===== src/rtl/mdio_slave_pkg.sv =====
package mdio_slave_pkg;

  localparam int DATA_W = 16;
  localparam int PHY_W  = 5;
  localparam int REG_W  = 5;
  localparam int OP_W   = 2;
  localparam int CNT_W  = $clog2(DATA_W);

  localparam logic [OP_W-1:0] OP_WRITE = 2'b01;
  localparam logic [OP_W-1:0] OP_READ  = 2'b10;

  typedef enum logic [2:0] {
    PH_PRE,
    PH_START2,
    PH_OP,
    PH_PHY,
    PH_REG,
    PH_TURN,
    PH_DATA
  } phase_e;

  // index of the last bit of a phase (bit count minus one)
  function automatic logic [CNT_W-1:0] phase_last(input phase_e ph);
    case (ph)
      PH_START2: return CNT_W'(0);
      PH_OP:     return CNT_W'(OP_W - 1);
      PH_PHY:    return CNT_W'(PHY_W - 1);
      PH_REG:    return CNT_W'(REG_W - 1);
      PH_TURN:   return CNT_W'(1);
      PH_DATA:   return CNT_W'(DATA_W - 1);
      default:   return CNT_W'(0);
    endcase
  endfunction

  function automatic phase_e next_phase(input phase_e ph);
    case (ph)
      PH_START2: return PH_OP;
      PH_OP:     return PH_PHY;
      PH_PHY:    return PH_REG;
      PH_REG:    return PH_TURN;
      PH_TURN:   return PH_DATA;
      default:   return PH_PRE;
    endcase
  endfunction

  function automatic logic op_is_read(input logic [OP_W-1:0] op);
    return op == OP_READ;
  endfunction

  function automatic logic op_is_write(input logic [OP_W-1:0] op);
    return op == OP_WRITE;
  endfunction

endpackage


===== src/rtl/mdio_edge_sync.sv =====
module mdio_edge_sync #(
  parameter int STAGES = 2
) (
  input  logic clk,
  input  logic rst_n,
  input  logic mdc,
  input  logic mdio_in,
  output logic mdc_rise,
  output logic mdc_fall,
  output logic mdio_bit
);

  logic [STAGES:0]   mdc_q;
  logic [STAGES-1:0] dat_q;

  always_ff @(posedge clk or negedge rst_n) begin
    if (!rst_n) mdc_q <= '0;
    else        mdc_q <= {mdc_q[STAGES-1:0], mdc};
  end

  // data chain is one stage shorter: its last stage lines up with mdc_q[STAGES-1]
  generate
    if (STAGES == 1) begin : g_one
      always_ff @(posedge clk or negedge rst_n) begin
        if (!rst_n) dat_q <= 1'b1;
        else        dat_q <= mdio_in;
      end
    end else begin : g_many
      always_ff @(posedge clk or negedge rst_n) begin
        if (!rst_n) dat_q <= '1;
        else        dat_q <= {dat_q[STAGES-2:0], mdio_in};
      end
    end
  endgenerate

  assign mdc_rise = mdc_q[STAGES-1] & ~mdc_q[STAGES];
  assign mdc_fall = ~mdc_q[STAGES-1] & mdc_q[STAGES];
  assign mdio_bit = dat_q[STAGES-1];

endmodule


===== src/rtl/mdio_frame_ctrl.sv =====
module mdio_frame_ctrl
  import mdio_slave_pkg::*;
#(
  parameter int PRE_MIN = 32
) (
  input  logic              clk,
  input  logic              rst_n,
  input  logic              mdc_rise,
  input  logic              mdc_fall,
  input  logic              mdio_bit,
  input  logic [PHY_W-1:0]  phy_addr,
  input  logic [DATA_W-1:0] reg_rdata,
  output logic              mdio_out,
  output logic              mdio_oe,
  output logic [REG_W-1:0]  reg_num,
  output logic [DATA_W-1:0] reg_wdata,
  output logic              reg_we,
  output logic              start_err
);

  localparam int PRE_W = $clog2(PRE_MIN + 1);

  phase_e            st;
  logic [PRE_W-1:0]  pre_cnt;
  logic [CNT_W-1:0]  bit_cnt;
  logic [OP_W-1:0]   op_q;
  logic [PHY_W-1:0]  phy_q;
  logic [REG_W-1:0]  reg_q;
  logic [DATA_W-1:0] sh;
  logic              drive;
  logic              out_bit;

  // named internal events
  logic pre_ok, at_last, frame_start, ta_done, data_done;
  logic addr_hit, rd_go, wr_commit, launch;

  always_comb begin
    pre_ok      = pre_cnt >= PRE_W'(PRE_MIN);
    at_last     = bit_cnt == phase_last(st);
    frame_start = mdc_rise && (st == PH_PRE) && !mdio_bit && pre_ok;
    ta_done     = mdc_rise && (st == PH_TURN) && at_last;
    data_done   = mdc_rise && (st == PH_DATA) && at_last;
    addr_hit    = phy_q == phy_addr;
    rd_go       = ta_done && op_is_read(op_q) && addr_hit;
    wr_commit   = data_done && !drive && op_is_write(op_q) && addr_hit;
    launch      = mdc_fall && drive && (st == PH_DATA);
  end

  always_ff @(posedge clk or negedge rst_n) begin
    if (!rst_n) begin
      st        <= PH_PRE;
      pre_cnt   <= '0;
      bit_cnt   <= '0;
      op_q      <= '0;
      phy_q     <= '0;
      reg_q     <= '0;
      sh        <= '0;
      drive     <= 1'b0;
      out_bit   <= 1'b1;
      reg_we    <= 1'b0;
      start_err <= 1'b0;
    end else begin
      reg_we <= wr_commit;
      if (mdc_rise) begin
        if (st == PH_PRE) begin
          if (frame_start) begin
            st      <= PH_START2;
            pre_cnt <= '0;
            bit_cnt <= '0;
          end else if (mdio_bit) begin
            if (!pre_ok) pre_cnt <= pre_cnt + 1'b1;
          end else begin
            pre_cnt <= '0;
          end
        end else begin
          if (at_last) begin
            st      <= next_phase(st);
            bit_cnt <= '0;
          end else begin
            bit_cnt <= bit_cnt + 1'b1;
          end
          case (st)
            PH_START2: start_err <= !mdio_bit;
            PH_OP:     op_q  <= {op_q[OP_W-2:0], mdio_bit};
            PH_PHY:    phy_q <= {phy_q[PHY_W-2:0], mdio_bit};
            PH_REG:    reg_q <= {reg_q[REG_W-2:0], mdio_bit};
            PH_TURN: begin
              if (rd_go) begin
                drive   <= 1'b1;
                sh      <= reg_rdata;
                out_bit <= reg_rdata[DATA_W-1];
              end
            end
            PH_DATA: begin
              if (!drive) sh <= {sh[DATA_W-2:0], mdio_bit};
              if (at_last) begin
                drive   <= 1'b0;
                out_bit <= 1'b1;
              end
            end
            default: ;
          endcase
        end
      end
      if (launch) begin
        out_bit <= sh[DATA_W-1];
        sh      <= {sh[DATA_W-2:0], 1'b0};
      end
    end
  end

  assign mdio_out  = out_bit;
  assign mdio_oe   = drive;
  assign reg_num   = reg_q;
  assign reg_wdata = sh;

  AST_SHORT_PREAMBLE: assert property (@(posedge clk) disable iff (!rst_n)
    (st == PH_PRE && mdc_rise && !mdio_bit && !pre_ok) |=> st == PH_PRE);
  AST_WE_ONE_CYCLE: assert property (@(posedge clk) disable iff (!rst_n)
    reg_we |=> !reg_we);
  AST_WE_FROM_WRITE: assert property (@(posedge clk) disable iff (!rst_n)
    reg_we |-> $past(op_is_write(op_q) && addr_hit && st == PH_DATA));
  AST_OE_HOLDS_BIT: assert property (@(posedge clk) disable iff (!rst_n)
    (mdio_oe && !mdc_fall) |=> (!mdio_oe || $stable(mdio_out)));
  AST_OE_IN_DATA: assert property (@(posedge clk) disable iff (!rst_n)
    mdio_oe |-> (st == PH_DATA && op_is_read(op_q)));
  AST_IDLE_HIGH: assert property (@(posedge clk) disable iff (!rst_n)
    !mdio_oe |-> mdio_out);
  AST_NO_WE_WHILE_DRIVING: assert property (@(posedge clk) disable iff (!rst_n)
    !(reg_we && mdio_oe));

endmodule


===== src/rtl/mdio_mgmt_slave.sv =====
module mdio_mgmt_slave
  import mdio_slave_pkg::*;
#(
  parameter int SYNC_STAGES = 2,
  parameter int PRE_MIN     = 32
) (
  input  logic              clk,
  input  logic              rst_n,
  input  logic              mdc,
  input  logic              mdio_in,
  input  logic [PHY_W-1:0]  phy_addr,
  input  logic [DATA_W-1:0] reg_rdata,
  output logic              mdio_out,
  output logic              mdio_oe,
  output logic [REG_W-1:0]  reg_num,
  output logic [DATA_W-1:0] reg_wdata,
  output logic              reg_we,
  output logic              start_err
);

  logic mdc_rise, mdc_fall, mdio_bit;

  mdio_edge_sync #(.STAGES(SYNC_STAGES)) u_sync (
    .clk      (clk),
    .rst_n    (rst_n),
    .mdc      (mdc),
    .mdio_in  (mdio_in),
    .mdc_rise (mdc_rise),
    .mdc_fall (mdc_fall),
    .mdio_bit (mdio_bit)
  );

  mdio_frame_ctrl #(.PRE_MIN(PRE_MIN)) u_ctrl (
    .clk       (clk),
    .rst_n     (rst_n),
    .mdc_rise  (mdc_rise),
    .mdc_fall  (mdc_fall),
    .mdio_bit  (mdio_bit),
    .phy_addr  (phy_addr),
    .reg_rdata (reg_rdata),
    .mdio_out  (mdio_out),
    .mdio_oe   (mdio_oe),
    .reg_num   (reg_num),
    .reg_wdata (reg_wdata),
    .reg_we    (reg_we),
    .start_err (start_err)
  );

endmodule


===== config.mk =====
export PLATFORM = sky130hd
export DESIGN_NAME = mdio_mgmt_slave
export DESIGN_NICKNAME = d
export VERILOG_FILES = /design/src/rtl/mdio_slave_pkg.sv /design/src/rtl/mdio_edge_sync.sv /design/src/rtl/mdio_frame_ctrl.sv /design/src/rtl/mdio_mgmt_slave.sv
export SDC_FILE = /design/constraint.sdc
export NUM_CORES = 1
export LEC_CHECK = 0
export BUFFER_PORTS_ARGS = -buffer_cell sky130_fd_sc_hd__buf_4
export CAP_MARGIN = 20
export CORE_MARGIN = 2
export CORE_UTILIZATION = 55
export DETAILED_ROUTE_END_ITERATION = 8
export HOLD_SLACK_MARGIN = 0.03
export PLACE_DENSITY_LB_ADDON = 0.15
export SYNTH_ARGS = -nofsm -noshare
export SYNTH_HDL_FRONTEND = slang
export SYNTH_SLANG_ARGS = --single-unit

===== constraint.sdc =====
create_clock -name clk -period 4.1 [get_ports clk]
set_clock_uncertainty 0.05 [all_clocks]
set_input_delay 0.205 -clock clk [delete_from_list [all_inputs] [get_ports clk]]
set_output_delay 0.205 -clock clk [all_outputs]
set_load 0.02 [all_outputs]

==> results.md, run 1 <==
* Status: complete, no violations
* Number of nets in the synthesized netlist at 297
* Worst Hold Margin at 171 ps
* Crit path kind: reg -> reg
* Die extent in y at 74.2 µm
* Post-route fraction of the period consumed by the critical path at 0.618
* Max cap viols at 0
* Final critical path time including I/O delays and setup at 2530 ps
* Ys flop type: sky130_fd_sc_hd__dfrtp_1
* Pleak at 1.67 nW
* Antenna cell count at 0
* Total routing resource utilization after global routing at 0.202
* Root Buffer: sky130_fd_sc_hd__clkbuf_8
* Number of hold buffers added after CTS at 3
* Cell with the largest stage delay on the worst path: sky130_fd_sc_hd__dfrtp_1
* Path type of the worst min-delay path: in -> reg
* Number of buffers inserted by port buffering at 49
* Via count of the first global-routing pass at 1883
* Number of setup buffers added after CTS at 0
* Maximum number of pins on one net before global-route repair at 51
* Average size of a mapped cell at 10.1 µm²
* Power Dens Cells at 295 nW/µm²
* Clk_lat worst skew at approximately 300 ps
* Maximum resistive drop on vdd at roughly 0.00024 V
* Mapped Area at 2710 µm²
* RSZ-0062 raised after global routing: false
* CTS Buf Count at 5
* Top Ports at 50
* Count of standard-cell rows at 25
* Highest cell delay on the worst timing path at 710 ps
* Number of cells on the worst hold path at 4
* Synth warnings at 0
* Commonest cells after routing, fill and taps aside: sky130_fd_sc_hd__nand2_1, sky130_fd_sc_hd__buf_4, sky130_fd_sc_hd__dfrtp_1
* Die area at about 5500 µm²
* Via density per instance at 5.44
* Final Net Count at 345
* First-pass DRT Iterations at 4
* Residual overflow from global routing at 0
* Clock Sink Count at 50
* Clock tree from TritonCTS: yes
* Distinct cell type count after synthesis at 52
* DR DRC count at 0
* Vias at 2089
* Max Fanout on Critical Path at 19
* Clock Pin Slew Worst Setup and Hold Paths at about 90 ps
* Proportion of register bits with asynchronous set or reset after synthesis at 1.00
* Initial core utilization at 0.571
* Slew at the pin closest to its max-slew limit at 668 ps
* Portion of synthesized cell area occupied by the leading cell type at 0.433
* Cell breakdown of the critical path: and4b_1 -> o211ai_2 -> nand3_2 -> nand3_2 -> a21boi_4 -> mux2_2
* Count of antenna-violating nets left after detailed routing at 0
* Die width at around 74 µm
* Leading area contributor after synthesis: sky130_fd_sc_hd__dfrtp_1
* Data required time at the worst endpoint at 4240 ps
* Crit path launch type: flop
* CP dominant cell by count: sky130_fd_sc_hd__nand3_2
* Global-route wire length before repair at 8.60 mm
* Initial antenna violation count at 0
* Post-route setup TNS at 0 ps
* Share of the yosys chip area belonging to registers at 0.462
* Count of flip-flops with a built-in enable after synthesis at 0
* Crit path capture type: flop
* Share of layout cells above drive strength 1 at 0.322
* Count of final hold-check violations at 0
* Average routed wire per standard cell at 13.7 µm
* Dominant cells by area after synthesis: sky130_fd_sc_hd__dfrtp_1, sky130_fd_sc_hd__nand2_1, sky130_fd_sc_hd__mux2_2
* Number of flip-flops and latches in the synthesized netlist at 50
* Final setup vio count at 0
* Final Slew Violations at 0
* Slew Limit Headroom at 0.554
* Count of mapped cells out of synthesis at 268
* Post-DP HPWL at 3.75 mm
* H-tree depth reported by CTS at 2
* Final Routed Wirelength at 5.24 mm
* Buffers from clock root to sink, at most at 2
* DRT iter0 DRCs at 108
* Core Area at 4750 µm²
* Data arrival at the endpoint of the critical path at 2680 ps
* Worst-case reg-to-reg path depth at 6
* Post-CTS resize count at 0
* Most common cell after layout, fill and taps aside: sky130_fd_sc_hd__nand2_1
* Max Freq at 395 MHz
* Area grow syn2layout at 19.8%
* Global placer's final weighted congestion at 0.860
[report_power, final]
group	switching, mW	internal (mW)
clock network	0.166	0.183
logic	0.0397	0.0411
registers	0.0196	0.510
[final timing paths]
kind / from / end / slack [ps]
setup / recovery: u_ctrl.st[0]$_DFFE_PN0P_ / u_ctrl.reg_wdata[5]$_DFFE_PN0P_ / 1570
hold / removal: reg_rdata[3] / u_ctrl.reg_wdata[3]$_DFFE_PN0P_ / 170
setup reg to reg: u_ctrl.st[0]$_DFFE_PN0P_ / u_ctrl.reg_wdata[5]$_DFFE_PN0P_ / 1570
hold reg to reg: u_sync.mdc_q[0]$_DFF_PN0_ / u_sync.mdc_q[1]$_DFF_PN0_ / 310
max in group asynchronous: rst_n / u_ctrl.reg_wdata[5]$_DFFE_PN0P_ / 3200
min in group asynchronous: rst_n / u_ctrl.st[2]$_DFFE_PN0P_ / 400
[worst max-delay path, delay by kind of cell, from the launching register on]
| family | cells | cell delay (ps) |
|---|---|---|
| and+or+nand+nor | 3 | 500 |
| DFF | 1 | 710 |
| AOI/OAI and AO/OA | 2 | 750 |
| muxes | 1 | 410 |
[cell type report]
| cell class | instances | area, µm² |
|---|---|---|
| Inverter | 6 | 22.5 |
| Timing Repair Buffer | 53 | 405 |
| Clock buffer | 5 | 68.8 |
| Fill cell | 397 | 1500 |
| Multi-Input combinational cell | 200 | 1370 |
| Sequential cell | 50 | 1250 |
| Clock inverter | 3 | 43.8 |
| Tap cell | 67 | 83.8 |
[layer usage]
metal | up-vias | track usage | part of all wire
met5 | - | 0 | 0
met3 | 6 | 0.0407 | 0.040
met1 | 1009 | 0.275 | 0.48
met4 | 0 | 0.0536 | 0.010
li1 | 1022 | - | -
met2 | 52 | 0.332 | 0.47
[sequential cells by signal, summed over array words and instances, names as in the netlist]
name / flops
u_ctrl.reg_we: 1
u_ctrl.phy_q: 5
u_ctrl.reg_num: 5
u_ctrl.mdio_oe: 1
u_sync.dat_q: 2
u_ctrl.op_q: 2
u_sync.mdc_q: 3
u_ctrl.mdio_out: 1
u_ctrl.bit_cnt: 4
u_ctrl.st: 3
u_ctrl.pre_cnt: 6
u_ctrl.start_err: 1
u_ctrl.reg_wdata: 16
[cell families (layout without fill, tap and decap cells)]
group                      Yosys count  after routing  share of synthesized area
and+or+nand+nor                    118            118                      0.214
adders and majority gates            4              4                     0.0184
DFF                                 50             50                      0.462
buffers and inverters               18             67                     0.0318
muxes                               32             32                      0.145
xor gates and xnor gates             8              8                     0.0286
AOI/OAI and AO/OA                   38             38                     0.0996
[cells in the mapped netlist (all sizes together), types with 4 or more instances]
master   n
a21oi    7
a22o     4
buf      8
clkbuf   4
dfrtp   47
ha       4
inv      6
mux2    29
nand2   60
nand3   10
nor2    14
nor2b    6
nor3     8
o21ai   11
xor2     8
[metrics by stage]
step	cell area [µm²]	instances	util	setup WS (ps)	power (mW)
floorplan	2710	268	-	2140	0.580
global placement	3110	373	0.654	1640	0.616
detailed placement	3110	373	0.654	1610	0.619
CTS	3250	384	0.684	1590	0.970
global route	3250	384	0.684	1430	1.00
finish	3250	384	0.684	1570	0.959
Note: power is estimated with default switching activity, not from simulation.
==> inputs of run 2 (changes only) <==
CORE_UTILIZATION = 50   (was 55)
clock period = 2.25 ns   (was 4.1 ns; I/O delays follow)
==> results.md, run 2 (synthesized netlist as in run 1, its figures left out) <==
* Status: complete, no violations
* Net Sw Frac at 0.238
* RSZ-0062 raised after global routing: false
* Crit path launch type: flop
* Max cap viols at 0
* Final critical path time including I/O delays and setup at about 2100 ps
* Max Freq at 469 MHz
* Core Area at 5170 µm²
* Power Dens Cells at between 400 and 500 nW/µm²
* Slew at the pin closest to its max-slew limit at 618 ps
* Met3 wire length at around 330 µm
* Met2 Routed Length at 2.71 mm
* Total routing resource utilization after global routing at 0.194
* Data arrival at the endpoint of the critical path at approximately 2300 ps
* Count of standard-cell rows at 26
* Max Fanout on Critical Path at 16
* H-tree depth reported by CTS at 2
* Post-route setup TNS at 0 ps
* Clock Sink Count at 50
* Number of buffers inserted by port buffering at 49
* First-pass DRT Iterations at 5
* Maximum number of pins on one net before global-route repair at 51
* Core occupancy in the finished layout at 0.641
* Initial antenna violation count at 0
* Clk_lat worst skew at 300 ps
* Proportion of power drawn by the clock network at 0.321
* Global placer's final weighted congestion at 0.813
* Reg2Reg Setup Slack at 120 ps
* Vias at 2135
* DRT iter0 DRCs at 126
* Count of final hold-check violations at 0
* Flip-flop count of the largest register, all copies and words added at 16
* Maximum resistive drop on vdd at 0.000365 V
* Residual overflow from global routing at 0
* Top Ports at 50
* Worst Hold Margin at 82.0 ps
* Area used by multi-input combinational logic at approximately 1400 µm²
* Via density per instance at 5.39
* Net switching power figure at 393 µW
* Final Slew Violations at 0
* Path type of the worst min-delay path: in -> reg
* Area grow syn2layout at 22.1%
* DP Area at 3190 µm²
* Number of setup buffers added after CTS at 0
* FILL cells at 440
* Slew Limit Headroom at 0.588
* Data required time at the worst endpoint at 2390 ps
* Count of antenna-violating nets left after detailed routing at 0
* Share of layout cells above drive strength 1 at 0.337
* Root Buffer: sky130_fd_sc_hd__clkbuf_8
* Commonest cells after routing, fill and taps aside: sky130_fd_sc_hd__nand2_1, sky130_fd_sc_hd__buf_4, sky130_fd_sc_hd__dfrtp_1
* Worst setup path startpoint: u_ctrl.st[1]$_DFFE_PN0P_
* Critical hold path startpoint: reg_rdata[7]
* Final setup vio count at 0
* Final Net Count at ~350
* Final cell count without fillers at around 400
* Die width at ~78 µm
* Die area at around 6000 µm²
* Critical register-to-register path startpoint: u_ctrl.st[1]$_DFFE_PN0P_
* Post-route fraction of the period consumed by the critical path at 0.948
* DR DRC count at 0
* Top layer reached by signal wires: met4
* Via count of the first global-routing pass at 2021
* Proportion of power drawn by flip-flops and latches at 0.585
* Most common cell after layout, fill and taps aside: sky130_fd_sc_hd__nand2_1
* Crit path kind: reg -> reg
* Post-DP HPWL at 4.07 mm
* Global-route wire length before repair at 9.34 mm
* Final Routed Wirelength at 5.52 mm
* Antenna cell count at 0
* Final Instance Area at between 3000 and 4000 µm²
* Int Power at around 1.3 mW
* Buffers from clock root to sink, at most at 2
* Die extent in y at 77.7 µm
* Cells after DPL at just under 400
* Clock Pin Slew Worst Setup and Hold Paths at 90 ps
* Pleak at around 1.7 nW
* Average routed wire per standard cell at ~14 µm
* Crit path capture type: flop
* Sequential standard cell area at 1250 µm²
* CTS Buf Count at 5
* Initial core utilization at 0.525
* Met1 wire length at 2.42 mm
* Comb power frac at 0.094
* Clock tree from TritonCTS: yes
-- run 2: power groups by stage --
stage	Clock, mW	Combinational [mW]	Sequential [mW]
floorplan	0	0.0850	0.972
global placement	0	0.149	0.981
detailed placement	0	0.153	0.984
CTS	0.545	0.158	0.966
global route	0.589	0.179	0.971
finish	0.530	0.155	0.966
-- run 2: worst paths after layout --
check	to	depth (start not counted)
min in group asynchronous	u_ctrl.pre_cnt[5]$_DFFE_PN0P_	2
max reg2reg	u_ctrl.reg_wdata[3]$_DFFE_PN0P_	7
min reg2reg	u_sync.dat_q[1]$_DFF_PN1_	0
max	u_ctrl.reg_wdata[3]$_DFFE_PN0P_	7
max in group asynchronous	u_ctrl.start_err$_DFFE_PN0P_	2
min	u_ctrl.reg_wdata[7]$_DFFE_PN0P_	4
-- run 2: area by class of cell --
cell class	instances	share of cell area
Clock buffer	7	0.0260
Clock inverter	1	0.00151
Inverter	6	0.00680
Multi-Input combinational cell	200	0.414
Sequential cell	50	0.379
Tap cell	70	0.0264
Timing Repair Buffer	62	0.146
-- run 2: layer usage --
metal / track usage / up-vias
li1: - / 1045
met1: 0.259 / 1022
met2: 0.316 / 63
met3: 0.0465 / 5
met4: 0.0589 / 0
met5: 0 / -
-- run 2: per-stage QoR --
step | worst slack [ps] | total power [mW]
final | 116 | 1.65
after global routing | 10.3 | 1.74
after CTS | 135 | 1.67
after detailed placement | 145 | 1.14
after global placement | 176 | 1.13
after floorplan | 287 | 1.06
-- run 2: critical path: stages (launching register included) --
cell and delay, ps:
sky130_fd_sc_hd__dfrtp_1 510, sky130_fd_sc_hd__nand2b_1 210, sky130_fd_sc_hd__nor4_1 270, sky130_fd_sc_hd__and3_1 240, sky130_fd_sc_hd__nand3_2 100, sky130_fd_sc_hd__a21boi_4 160, sky130_fd_sc_hd__buf_12 170, sky130_fd_sc_hd__mux2_4 300
-- run 2: repair_timing --
item	4_1_cts	5_1_grt
gates resized for setup	0	0
setup endpoints to repair	0	0
hold endpoints to repair	49	0
hold buffers	3	0
==> inputs of run 3 (changes only) <==
ABC_AREA = 1   (was not set)
==> results.md, run 3 <==
* Status: complete, no violations
* Post-DP HPWL at 4.00 mm
* Clock Pin Slew Worst Setup and Hold Paths at 80 ps
* Pleak at 1.75 nW
* Area grow syn2layout at 18.9%
* Final Instance Area at 3220 µm²
* Cell breakdown of the critical path: nand3_2 -> nand3_1 -> nand3_2 -> nor2_2 -> nand2_2 -> nand2_4 -> nand3_4 -> nand2_1 -> nand2_1
* Slew Limit Headroom at 0.594
* Max Fanout on Critical Path at 20
* Main combinational cell family by area after synthesis: simple AND/OR/NAND/NOR gates
* Most common cell after layout, fill and taps aside: sky130_fd_sc_hd__nand2_1
* Distinct cell type count after synthesis at 34
* CTS Buf Count at 5
* Data arrival at the endpoint of the critical path at 2110 ps
* Final Net Count at 425
* Clock Sink Count at 50
* DRT iter0 DRCs at roughly 130
* Final Slew Violations at 0
* Fraction of the mapped netlist area in simple logic gates at 0.354
* Xor and xnor area share after synthesis at 0.00970
* Root Buffer: sky130_fd_sc_hd__clkbuf_8
* Number of setup buffers added after CTS at 0
* Leading area contributor after synthesis: sky130_fd_sc_hd__dfrtp_1
* Proportion of register bits with asynchronous set or reset after synthesis at 1.00
* Post-route setup TNS at 0 ps
* Synth warnings at 0
* Dominant cells by area after synthesis: sky130_fd_sc_hd__dfrtp_1, sky130_fd_sc_hd__nand2_1, sky130_fd_sc_hd__nand4_1
* First-pass DRT Iterations at 4
* Cell with the largest stage delay on the worst path: sky130_fd_sc_hd__dfrtp_1
* Via count of the first global-routing pass at 2140
* Core Area at between 5000 and 6000 µm²
* Die area at 6020 µm²
* Clock tree from TritonCTS: yes
* Crit path launch type: flop
* Total routing resource utilization after global routing at 0.197
* Mux share of post-synthesis cell area at 0.0166
* Reg2Reg Setup Slack at ~280 ps
* Antenna cell count at 0
* Die extent in y at between 70 and 80 µm
* Most frequent cell after synthesis: sky130_fd_sc_hd__nand2_1
* Number of nets in the synthesized netlist at roughly 370
* Flip-flop count of the largest register, all copies and words added at 16
* Vias at 2330
* Buffers from clock root to sink, at most at 2
* Share of the yosys chip area belonging to registers at 0.463
* Worst-case reg-to-reg path depth at 9
* Number of cells on the worst hold path at 5
* Die width at 77.6 µm
* DR DRC count at 0
* Data required time at the worst endpoint at 2390 ps
* Worst setup path startpoint: u_ctrl.st[2]$_DFFE_PN0P_
* Count of flip-flops with a built-in enable after synthesis at 0
* Post-route fraction of the period consumed by the critical path at 0.876
* Global placer's final weighted congestion at 0.836
* Highest cell delay on the worst timing path at 590 ps
* Crit path buf inv count at 0
* Number of flip-flops and latches in the synthesized netlist at 50
* Path type of the worst min-delay path: in -> reg
* Number of buffers inserted by port buffering at 49
* Compound-cell area share of the yosys netlist at 0.0578
* Critical hold path startpoint: reg_rdata[7]
* Count of antenna-violating nets left after detailed routing at 0
* Final Routed Wirelength at approximately 5.5 mm
* Terminus of the critical flop-to-flop path: u_ctrl.reg_wdata[2]$_DFFE_PN0P_
* Ys flop type: sky130_fd_sc_hd__dfrtp_1
* Maximum resistive drop on vdd at 0.000308 V
* Cell family with the largest share of critical-path delay: simple AND/OR/NAND/NOR gates
* Average routed wire per standard cell at 11.7 µm
* Adder-cell share of the synthesized area at 0.0185
* Slew at the pin closest to its max-slew limit at 609 ps
* Max Freq at 508 MHz
* Global-route wire length before repair at approximately 9.6 mm
* FILL cells at about 470
* RSZ-0062 raised after global routing: false
* Final setup vio count at 0
* Count of mapped cells out of synthesis at approximately 340
* Clk_lat worst skew at roughly 300 ps
* Portion of synthesized cell area occupied by the leading cell type at 0.434
* Worst Hold Endpoint: u_ctrl.reg_wdata[7]$_DFFE_PN0P_
* Critical register-to-register path startpoint: u_ctrl.st[2]$_DFFE_PN0P_
* H-tree depth reported by CTS at 2
* Via density per instance at 4.99
* Count of final hold-check violations at 0
* Commonest cells after routing, fill and taps aside: sky130_fd_sc_hd__nand2_1, sky130_fd_sc_hd__buf_4, sky130_fd_sc_hd__dfrtp_1
* Residual overflow from global routing at 0
* Count of standard-cell rows at 26
* Crit path kind: reg -> reg
* DP Area at ~3100 µm²
* Crit path capture type: flop
* Max cap viols at 0
* Average size of a mapped cell at 7.89 µm²
* Top Ports at 50
* Post-synth top cells: sky130_fd_sc_hd__nand2_1, sky130_fd_sc_hd__dfrtp_1, sky130_fd_sc_hd__inv_1
* Share of layout cells above drive strength 1 at 0.237
* Initial antenna violation count at 0
* Initial core utilization at 0.523
* Maximum number of pins on one net before global-route repair at approximately 50
* Core occupancy in the finished layout at 0.622
* Final critical path time including I/O delays and setup at 1970 ps
* Mapped Area at 2710 µm²
* Power Dens Cells at around 480 nW/µm²
-- run 3: cell count changes after synthesis, sizes merged, moves of 6 or more --
| cell | delta |
|---|---|
| xor2 | -7 |
| mux2 | -25 |
| nor2b | -6 |
| o21ai | +6 |
| nand3 | +11 |
| nand2 | +76 |
| nand4 | +19 |
| inv | +28 |
| nor2 | +11 |
-- run 3: timing repair --
item | 4_1_cts | 5_1_grt
gates resized for setup | 0 | 1
endpoints found under the setup margin | 0 | 1
hold endpoints to repair | 49 | 0
hold buffers | 3 | 0
-- run 3: layout make-up --
class / count / area [µm²] / area share
well taps: 70 / 87.6 / 0.0272
flip-flops and latches: 50 / 1250 / 0.390
multi-input cells: 249 / 1240 / 0.386
inverters: 35 / 131 / 0.0408
clock buffers: 8 / 80.1 / 0.0249
repair buffers: 55 / 420 / 0.131
-- run 3: routing by layer --
| metal | vias to the layer above | global-route usage | wire length [µm] |
|---|---|---|---|
| met4 | 0 | 0.0643 | 66 |
| li1 | 1206 | - | - |
| met2 | 50 | 0.305 | 2460 |
| met1 | 1067 | 0.278 | 2720 |
| met5 | - | 0 | 0 |
| met3 | 7 | 0.0395 | 234 |
-- run 3: worst max-delay path by stage --
| stage | endpoint | cells past startpoint |
|---|---|---|
| 2_1_floorplan | u_ctrl.reg_wdata[15]$_DFFE_PN0P_ | 14 |
| 5_1_grt | u_ctrl.reg_wdata[8]$_DFFE_PN0P_ | 11 |
| 3_5_place_dp | u_ctrl.reg_wdata[15]$_DFFE_PN0P_ | 7 |
| 4_1_cts | u_ctrl.reg_wdata[10]$_DFFE_PN0P_ | 7 |
| 6_report | u_ctrl.reg_wdata[2]$_DFFE_PN0P_ | 9 |
| 3_3_place_gp | u_ctrl.reg_wdata[12]$_DFFE_PN0P_ | 7 |
-- run 3: tightest hold or removal path, delay by kind of cell --
family                 cells  cell delay [ps]
buffers and inverters      1               80
and+or+nand+nor            4              240
-- run 3: cells by family (layout without fill, tap and decap cells) --
logic type,count (synthesis),count (layout)
fa+ha+maj,4,4
xor+xnor,3,3
simple gates,210,210
flops,50,50
compound gates,28,28
mux,4,4
buf+inv,44,98
-- run 3: report_power, final --
| part | internal (mW) | switching, mW | leakage (nW) |
|---|---|---|---|
| combinational | 0.0534 | 0.0661 | 1.03 |
| clock | 0.221 | 0.272 | 0.0395 |
| sequential | 0.916 | 0.0135 | 0.679 |
-- run 3: per-stage QoR --
stage                     hold WS, ps  worst slack [ps]  instances  total power, mW
after floorplan                  -233               607        343            0.999
after global placement            119               317        456             1.06
after detailed placement          123               269        456             1.06
after CTS                         116               249        467             1.56
after global routing              126              45.8        467             1.61
final                             121               280        467             1.54
